<file path="config.mk">
export PLATFORM = sky130hd
export DESIGN_NAME = serctl_port
export DESIGN_NICKNAME = d
export VERILOG_FILES = /design/src/rtl/serctl_pkg.sv /design/src/rtl/scp_sync.sv /design/src/rtl/scp_shifter.sv /design/src/rtl/scp_regs.sv /design/src/rtl/serctl_port.sv
export SDC_FILE = /design/constraint.sdc
export NUM_CORES = 1
export LEC_CHECK = 0
export BUFFER_PORTS_ARGS = -buffer_cell sky130_fd_sc_hd__buf_2
export CORE_MARGIN = 2
export CORE_UTILIZATION = 60
export CTS_BUF_LIST = sky130_fd_sc_hd__clkbuf_16
export DETAILED_ROUTE_END_ITERATION = 6
export PLACE_DENSITY = 0.88
export SKIP_CTS_REPAIR_TIMING = 1
export SYNTH_ARGS = -nofsm -noshare
export SYNTH_HDL_FRONTEND = slang
export SYNTH_HIERARCHICAL = 1
export SYNTH_SLANG_ARGS = --single-unit
</file>
<file path="constraint.sdc">
create_clock -name clk -period 3.9 [get_ports clk]
set_input_delay 0.39 -clock clk [delete_from_list [all_inputs] [get_ports clk]]
set_output_delay 0.39 -clock clk [all_outputs]
set_load 0.1 [all_outputs]
</file>
<file path="src/rtl/serctl_pkg.sv">
// Shared types for the serial control port.
// Assumes the control byte layout below is the one decoded by the line logic.
package serctl_pkg;

    // Control byte as written by the host; field order is MSB to LSB.
    typedef struct packed {
        logic [2:0] len;       // bits 7..5 : line-length code
        logic       ones;      // bit 4     : all-ones transmit
        logic       lloop;     // bit 3     : local loopback
        logic       rloop;     // bit 2     : remote loopback
        logic       mask_dpm;  // bit 1     : clear/mask driver fault
        logic       mask_los;  // bit 0     : clear/mask loss of signal
    } ctrl_t;

endpackage

</file>
<file path="src/rtl/scp_sync.sv">
// Multi-bit level synchroniser: a chain of STAGES flops per bit.
// Assumes each bit is an independent slow level; no bus coherence is implied.
module scp_sync #(
    parameter int unsigned    W       = 1,
    parameter int unsigned    STAGES  = 2,
    parameter logic [W-1:0]   RST_VAL = '0
) (
    input  logic         clk,
    input  logic         rst_n,
    input  logic [W-1:0] din,
    output logic [W-1:0] dout
);
    logic [STAGES-1:0][W-1:0] chain;

    // Shift the asynchronous levels through the flop chain.
    always_ff @(posedge clk) begin
        if (!rst_n) chain <= {STAGES{RST_VAL}};
        else        chain <= {chain[STAGES-2:0], din};
    end

    assign dout = chain[STAGES-1];
endmodule

</file>
<file path="src/rtl/scp_shifter.sv">
// Serial frame engine: captures the command byte, shifts in write data or
// shifts out a status snapshot.
// Assumes select, serial clock and data are already synchronised to clk.
// Input bits are taken on serial-clock rise, output bits change on its fall.
module scp_shifter #(
    parameter int unsigned        ADDR_W   = 6,
    parameter int unsigned        BYTE_W   = 8,
    parameter logic [ADDR_W-1:0]  DEV_ADDR = ADDR_W'(16)
) (
    input  logic              clk,
    input  logic              rst_n,
    input  logic              sel_n_s,
    input  logic              sclk_s,
    input  logic              sdi_s,
    input  logic [BYTE_W-1:0] status_i,
    output logic              wr_en,
    output logic [BYTE_W-1:0] wr_data,
    output logic              dout,
    output logic              dout_oe
);
    localparam int unsigned HDR_W   = ADDR_W + 1;      // rw bit + address
    localparam int unsigned CMD_W   = ADDR_W + 2;      // plus ignored bit
    localparam int unsigned FRAME_W = CMD_W + BYTE_W;
    localparam int unsigned CNT_W   = $clog2(FRAME_W + 1);
    localparam logic [CNT_W-1:0] CNT_HDR  = CNT_W'(HDR_W);
    localparam logic [CNT_W-1:0] CNT_CMD  = CNT_W'(CMD_W);
    localparam logic [CNT_W-1:0] CNT_LAST = CNT_W'(FRAME_W - 1);
    localparam logic [CNT_W-1:0] CNT_END  = CNT_W'(FRAME_W);

    logic              sclk_q;
    logic [CNT_W-1:0]  cnt;
    logic [HDR_W-1:0]  hdr;
    logic [BYTE_W-1:0] wsh;
    logic [BYTE_W-1:0] snap;
    logic              rise, fall, addr_hit, rd_hit;

    assign rise     = sclk_s & ~sclk_q;
    assign fall     = ~sclk_s & sclk_q;
    assign addr_hit = (hdr[HDR_W-1:1] == DEV_ADDR);
    assign rd_hit   = hdr[0] & addr_hit;

    // Delay the serial clock one cycle for edge detection.
    always_ff @(posedge clk) begin
        if (!rst_n) sclk_q <= 1'b0;
        else        sclk_q <= sclk_s;
    end

    // Count bits, capture header and write data, and commit a write at frame end.
    always_ff @(posedge clk) begin
        if (!rst_n) begin
            cnt     <= '0;
            hdr     <= '0;
            wsh     <= '0;
            wr_en   <= 1'b0;
            wr_data <= '0;
        end else begin
            wr_en <= 1'b0;
            if (sel_n_s) begin
                cnt <= '0;
            end else if (rise && cnt != CNT_END) begin
                cnt <= cnt + 1'b1;
                if (cnt < CNT_HDR)
                    hdr <= {sdi_s, hdr[HDR_W-1:1]};
                else if (cnt >= CNT_CMD)
                    wsh <= {sdi_s, wsh[BYTE_W-1:1]};
                if (cnt == CNT_LAST && !hdr[0] && addr_hit) begin
                    wr_en   <= 1'b1;
                    wr_data <= {sdi_s, wsh[BYTE_W-1:1]};
                end
            end
        end
    end

    // Drive read bits on falling edges; the status is snapshot at the first one.
    always_ff @(posedge clk) begin
        if (!rst_n) begin
            dout    <= 1'b0;
            dout_oe <= 1'b0;
            snap    <= '0;
        end else if (sel_n_s) begin
            dout    <= 1'b0;
            dout_oe <= 1'b0;
        end else if (fall) begin
            if (rd_hit && cnt >= CNT_CMD && cnt != CNT_END) begin
                dout_oe <= 1'b1;
                if (cnt == CNT_CMD) begin
                    dout <= status_i[0];
                    snap <= status_i >> 1;
                end else begin
                    dout <= snap[0];
                    snap <= snap >> 1;
                end
            end else begin
                dout    <= 1'b0;
                dout_oe <= 1'b0;
            end
        end
    end

    // a deselect drops the pad enable on the next clock.
    a_r9_deselect_releases: assert property (@(posedge clk) disable iff (!rst_n)
        sel_n_s |=> !dout_oe);
    // a deselect restarts the bit count.
    a_r9_deselect_restarts: assert property (@(posedge clk) disable iff (!rst_n)
        sel_n_s |=> (cnt == '0));
    // the pad is only driven once the command byte is complete.
    a_r4_oe_after_command: assert property (@(posedge clk) disable iff (!rst_n)
        dout_oe |-> (cnt >= CNT_CMD));
    // a write commits only with the full frame counted.
    a_r3_write_at_frame_end: assert property (@(posedge clk) disable iff (!rst_n)
        wr_en |-> (cnt == CNT_END));
endmodule

</file>
<file path="src/rtl/scp_regs.sv">
// Control register, change latches, interrupt and status encoder.
// Assumes the LOS and DPM levels arrive synchronised to clk and that wr_en
// pulses for one cycle per accepted write.
module scp_regs
    import serctl_pkg::*;
#(
    parameter int unsigned BYTE_W = 8
) (
    input  logic              clk,
    input  logic              rst_n,
    input  logic              wr_en,
    input  logic [BYTE_W-1:0] wr_data,
    input  logic              los_s,
    input  logic              dpm_s,
    output ctrl_t             ctrl,
    output logic [BYTE_W-1:0] status,
    output logic              irq_n
);
    logic los_d, dpm_d, los_chg, dpm_chg;
    logic los_edge, dpm_edge, mask_los_eff, mask_dpm_eff;
    logic clr_los, clr_dpm;
    logic [2:0] code;   // code[0] is status bit 5

    assign los_edge     = los_s ^ los_d;
    assign dpm_edge     = dpm_s ^ dpm_d;
    assign clr_los      = wr_en & wr_data[0];
    assign clr_dpm      = wr_en & wr_data[1];
    assign mask_los_eff = wr_en ? wr_data[0] : ctrl.mask_los;
    assign mask_dpm_eff = wr_en ? wr_data[1] : ctrl.mask_dpm;

    // Load the control byte on an accepted write.
    always_ff @(posedge clk) begin
        if (!rst_n)     ctrl <= '0;
        else if (wr_en) ctrl <= ctrl_t'(wr_data);
    end

    // Keep the previous levels for change detection.
    always_ff @(posedge clk) begin
        if (!rst_n) begin
            los_d <= 1'b0;
            dpm_d <= 1'b0;
        end else begin
            los_d <= los_s;
            dpm_d <= dpm_s;
        end
    end

    // Latch changes; a clear write wins over a change in the same cycle.
    always_ff @(posedge clk) begin
        if (!rst_n) begin
            los_chg <= 1'b0;
            dpm_chg <= 1'b0;
        end else begin
            if (clr_los)                        los_chg <= 1'b0;
            else if (los_edge && !mask_los_eff) los_chg <= 1'b1;
            if (clr_dpm)                        dpm_chg <= 1'b0;
            else if (dpm_edge && !mask_dpm_eff) dpm_chg <= 1'b1;
        end
    end

    // Encode the status byte: change events before loopback reporting.
    always_comb begin
        if (los_chg || dpm_chg) code = {dpm_chg, los_chg, 1'b1};
        else if (ctrl.rloop)    code = 3'b001;
        else                    code = {ctrl.ones, ctrl.lloop, 1'b0};
        status = {code, ctrl.len, dpm_s, los_s};
    end

    assign irq_n = ~(los_chg | dpm_chg);

    // a clear write empties the flag.
    a_r7_clear_empties: assert property (@(posedge clk) disable iff (!rst_n)
        clr_los |=> !los_chg);
    // a set mask blocks new latching.
    a_r7_mask_blocks: assert property (@(posedge clk) disable iff (!rst_n)
        (ctrl.mask_dpm && !wr_en) |=> !$rose(dpm_chg));
    // without a clear write a flag stays set.
    a_r8_flag_sticky: assert property (@(posedge clk) disable iff (!rst_n)
        (los_chg && !clr_los) |=> los_chg);
    // the control byte only moves on a write.
    a_r3_ctrl_hold: assert property (@(posedge clk) disable iff (!rst_n)
        !wr_en |=> $stable(ctrl));
    // a flag only rises after a level change.
    a_r6_rise_needs_edge: assert property (@(posedge clk) disable iff (!rst_n)
        $rose(los_chg) |-> $past(los_edge));
endmodule

</file>
<file path="src/rtl/serctl_port.sv">
// Serial control port top: synchronisers, frame engine and register block.
// Assumes the serial clock runs well below clk/4 so every edge is seen.
module serctl_port
    import serctl_pkg::*;
#(
    parameter int unsigned       SYNC_STAGES = 2,
    parameter int unsigned       ADDR_W      = 6,
    parameter logic [ADDR_W-1:0] DEV_ADDR    = ADDR_W'(16)
) (
    input  logic       clk,
    input  logic       rst_n,
    input  logic       sel_n,
    input  logic       ser_clk,
    input  logic       ser_din,
    input  logic       los_in,
    input  logic       dpm_in,
    output logic       ser_dout,
    output logic       ser_dout_oe,
    output logic       irq_n,
    output logic       loop_remote,
    output logic       loop_local,
    output logic       tx_ones,
    output logic [2:0] line_len
);
    localparam int unsigned BYTE_W = $bits(ctrl_t);

    logic [2:0]        ser_s;
    logic [1:0]        cond_s;
    logic              wr_en;
    logic [BYTE_W-1:0] wr_data, status;
    ctrl_t             ctrl;

    scp_sync #(.W(3), .STAGES(SYNC_STAGES), .RST_VAL(3'b100)) u_ser_sync (
        .clk(clk), .rst_n(rst_n),
        .din({sel_n, ser_clk, ser_din}), .dout(ser_s));

    scp_sync #(.W(2), .STAGES(SYNC_STAGES), .RST_VAL(2'b00)) u_cond_sync (
        .clk(clk), .rst_n(rst_n),
        .din({dpm_in, los_in}), .dout(cond_s));

    scp_shifter #(.ADDR_W(ADDR_W), .BYTE_W(BYTE_W), .DEV_ADDR(DEV_ADDR)) u_shift (
        .clk(clk), .rst_n(rst_n),
        .sel_n_s(ser_s[2]), .sclk_s(ser_s[1]), .sdi_s(ser_s[0]),
        .status_i(status), .wr_en(wr_en), .wr_data(wr_data),
        .dout(ser_dout), .dout_oe(ser_dout_oe));

    scp_regs #(.BYTE_W(BYTE_W)) u_regs (
        .clk(clk), .rst_n(rst_n), .wr_en(wr_en), .wr_data(wr_data),
        .los_s(cond_s[0]), .dpm_s(cond_s[1]),
        .ctrl(ctrl), .status(status), .irq_n(irq_n));

    assign loop_remote = ctrl.rloop;
    assign loop_local  = ctrl.lloop;
    assign tx_ones     = ctrl.ones;
    assign line_len    = ctrl.len;
endmodule

</file>
==> results.py <==
metrics = {
    "global_route": {
        "grtUsageMet3_pct": 6.41,
        "grt_overflow": 0,
        "antenna_found_initial": 0,
        "met1_usage_pct": 26.7,
        "grt.total_usage_pct": 22.2,
        "top_usage_layer": "met2",
        "grt_pass1_wl_um": 7450,
        "grt_pass1_vias": 1642,
        "grt_use_met2_pct": 35.6,
        "grt_max_degree": 49,
    },
    "detailed_routing": {
        "wl_per_cell_um": 14.6,
        "finalWirelength_um": 4440,
        "first_pass_iters": 4,
        "vias": 1687,
        "vias_per_cell": 5.55,
        "drc": 0,
        "ant_nets": 0,
        "drt_iter0_drc": 110,
    },
    "logic_synthesis": {
        "synth_adder_area_share_pct": 1.52,
        "yosysTopAreaCellShare_pct": 48.5,
        "syn_nets": 252,
        "synth_top_area_cell": "dfxtp_1",
        "async_flop_share_pct": 0,
        "synth_top_family_by_area": "simple AND/OR/NAND/NOR gates",
        "ys_seq_area_share_pct": 48.5,
        "synth_compound_area_share_pct": 6.27,
        "syn_area_per_cell_um2": 10.2,
        "syn_area_um2": 2480,
        "synthTopCellsByArea": "dfxtp_1, mux2i_1, nand2_1",
        "yosysMostFrequentCell": "dfxtp_1",
        "synth_edf_count": 0,
        "synth_common_cells": "dfxtp_1, mux2i_1, nand2_1",
        "synthDistinctLibCells": 45,
        "muxShareOfSynthArea_pct": 14.9,
        "synth-xor-area-share_pct": 1.77,
        "synth_seq_cells": 60,
        "yosysWarnings": 6,
        "ys.flop_type": "dfxtp_1",
        "synthCells": 242,
        "yosys.area_share.simple_pct": 21.5,
    },
    "pwr": {
        "p_per_area_nw_per_um2": 485,
        "power_switching_share_pct": 21.3,
        "seq_power_share_pct": 46.9,
        "p_comb_share_pct": 2.9,
        "p_leak_nw": 1.08,
        "power.switching_mw": 0.286,
        "ir_drop_mv": 0.368,
        "p_int_mw": 1.05,
        "power_mw": 1.34,
        "clkPwrFrac_pct": 50.2,
    },
    "sta": {
        "slew_headroom_pct": 29.2,
        "grt_setup_unrepaired": "no",
        "tightestPinTransition_ns": 1.06,
        "slew_viol_final": 0,
        "fmax_mhz": 482,
        "fin_crit_sh_pct": 53.2,
        "finalSetupViolations": 0,
        "fin_tns_setup_ns": 0,
        "skew_ns": 0.00585,
        "period_needed_ns": 2.07,
        "hold_viol": 0,
        "layout_setup_ws_ns": 1.83,
    },
    "clocking": {
        "cts_tree": "done",
        "cts-htree-levels": 3,
        "clkSinkCount": 60,
        "clock_latency_ns": 0.32,
        "clk_pin_slew_ns": 0.05,
        "cts_buffer_depth": 2,
        "root_buffer": "clkbuf_16",
        "cts_buffers": 9,
    },
    "final_layout": {
        "drive_gt1_share_pct": 18.1,
        "final_nets": 259,
        "final_util_pct": 68.9,
        "num-fill-cells": 291,
        "area_delta_synth_final_pct": 11.4,
        "diodes": 0,
    },
    "floorplanning": {
        "die_area_um2": 4660,
        "start_util_pct": 61.9,
        "die_h_um": 68.2,
        "ios": 16,
        "die_x_um": 68.2,
        "rows": 23,
        "core_area_um2": 4000,
    },
    "critical_path": {
        "slowest_stage": "a211oi_1",
        "cp.depth": 5,
        "cp.required_ns": 4.14,
        "worst-r2r-cell-count": 5,
        "crit_buf_inv": 1,
        "critPathMaxFanout": 8,
        "crit_family": "compound AO/OA/AOI/OAI gates",
        "worst-setup-path-type": "reg2reg",
        "slowest_delay_ns": 0.85,
        "worstSetupStartpointType": "flop",
        "cp.arrival_ns": 2.31,
        "endpoint_kind": "flop",
        "path_cells": "inv_1 > ha_1 > a211oi_1 > a31oi_1 > nor3_1",
    },
    "job": {
        "maxCapViolations": 0,
    },
    "placement": {
        "place.gp.congestion": 0.824,
        "post-place-ws_ns": 1.93,
        "portBuffers": 15,
        "dp.final_hpwl_um": 2850,
    },
    "worst_hold_path": {
        "min_path_cells": 2,
        "hold_class": "in2reg",
    },
    "run_status": {
        "status": "complete, no violations",
    },
}
==> stage by stage <==
stage	instance area, um2	hold slack [ns]	std cells
global route	2760	0.257	304
global placement	2500	0.399	288
CTS	2760	0.244	304
floorplan	2480	0.386	242
detailed placement	2500	0.396	288
finish	2760	0.252	304
==> cell type report <==
| class | instances | area (um2) | share of cell area, % |
|---|---|---|---|
| sequential | 60 | 1200 | 43.6 |
| multi-input combinational | 158 | 1140 | 41.3 |
| clock buffer | 9 | 225 | 8.17 |
| timing repair buffer | 15 | 75.1 | 2.72 |
| tap | 50 | 62.6 | 2.27 |
| clock inverter | 7 | 36.3 | 1.32 |
| inverter | 5 | 18.8 | 0.681 |
==> power by group through the flow <==
stage / Clock (mW) / Combinational (mW) / Sequential [mW]
2_1_floorplan: 0 / 0.0361 / 0.636
3_3_place_gp: 0 / 0.0381 / 0.640
3_5_place_dp: 0 / 0.0390 / 0.640
4_1_cts: 0.681 / 0.0393 / 0.628
5_1_grt: 0.711 / 0.0426 / 0.628
6_report: 0.672 / 0.0388 / 0.628
==> cells in the final DEF (no fill, tap or decap), types with 7 or more instances in the layout <==
cell type  synthesis  layout
and2_1            11      11
mux2_2             7       7
mux2i_1           29      29
inv_1              5       7
clkbuf_16          0       9
buf_2              1      15
nor2_1            13      13
dfxtp_1           60      60
nand2_1           28      28
==> state kept, by name (all words and copies together), names as in the netlist <==
signal / cells
u_regs/ctrl: 8
u_shift/wr_data: 8
u_shift/hdr: 7
u_shift/snap: 7
u_shift/wsh: 7
u_shift/cnt: 5
u_ser_sync/chain: 3
u_ser_sync/dout: 3
u_cond_sync/chain: 2
u_cond_sync/dout: 2
u_regs/dpm_chg: 1
u_regs/dpm_d: 1
u_regs/los_chg: 1
u_regs/los_d: 1
u_shift/dout: 1
u_shift/dout_oe: 1
u_shift/sclk_q: 1
u_shift/wr_en: 1
==> layer usage <==
| metal | up-vias | share of wire (%) | wire length [um] |
|---|---|---|---|
| li1 | 842 | - | - |
| met1 | 817 | 47 | 2070 |
| met2 | 23 | 49 | 2160 |
| met3 | 5 | 3.6 | 160 |
| met4 | 0 | 1.0 | 46 |
| met5 | - | 0 | 0 |
==> cells by family (layout without fill, tap and decap cells) <==
group           Yosys count  after routing
simple gates             95             95
flops                    60             60
mux                      36             36
buf+inv                  24             36
compound gates           19             19
xor+xnor                  5              5
fa+ha+maj                 3              3
==> worst paths after layout <==
| path | startpoint | endpoint | slack [ns] |
|---|---|---|---|
| worst max-delay path | u_shift/cnt[0]$_SDFFE_PP0P_ | u_shift/snap[2]$_SDFFE_PN0P_ | 1.83 |
| worst min-delay path | sel_n | u_ser_sync/chain[2]$_SDFF_PN1_ | 0.25 |
| worst max register to register | u_shift/cnt[0]$_SDFFE_PP0P_ | u_shift/snap[2]$_SDFFE_PN0P_ | 1.83 |
| worst min register to register | u_ser_sync/chain[2]$_SDFF_PN1_ | u_ser_sync/dout[2]$_SDFF_PN1_ | 0.40 |
==> worst register-to-register path, delay by kind of cell, from the launching register on <==
family,cells,cell delay (ns)
AO/OA/AOI/OAI,2,1.08
AND/OR/NAND/NOR,1,0.21
flip-flops,1,0.37
buffers and inverters,1,0.09
adder cells (fa/ha/maj),1,0.25
Note: power is estimated with default switching activity, not from simulation.
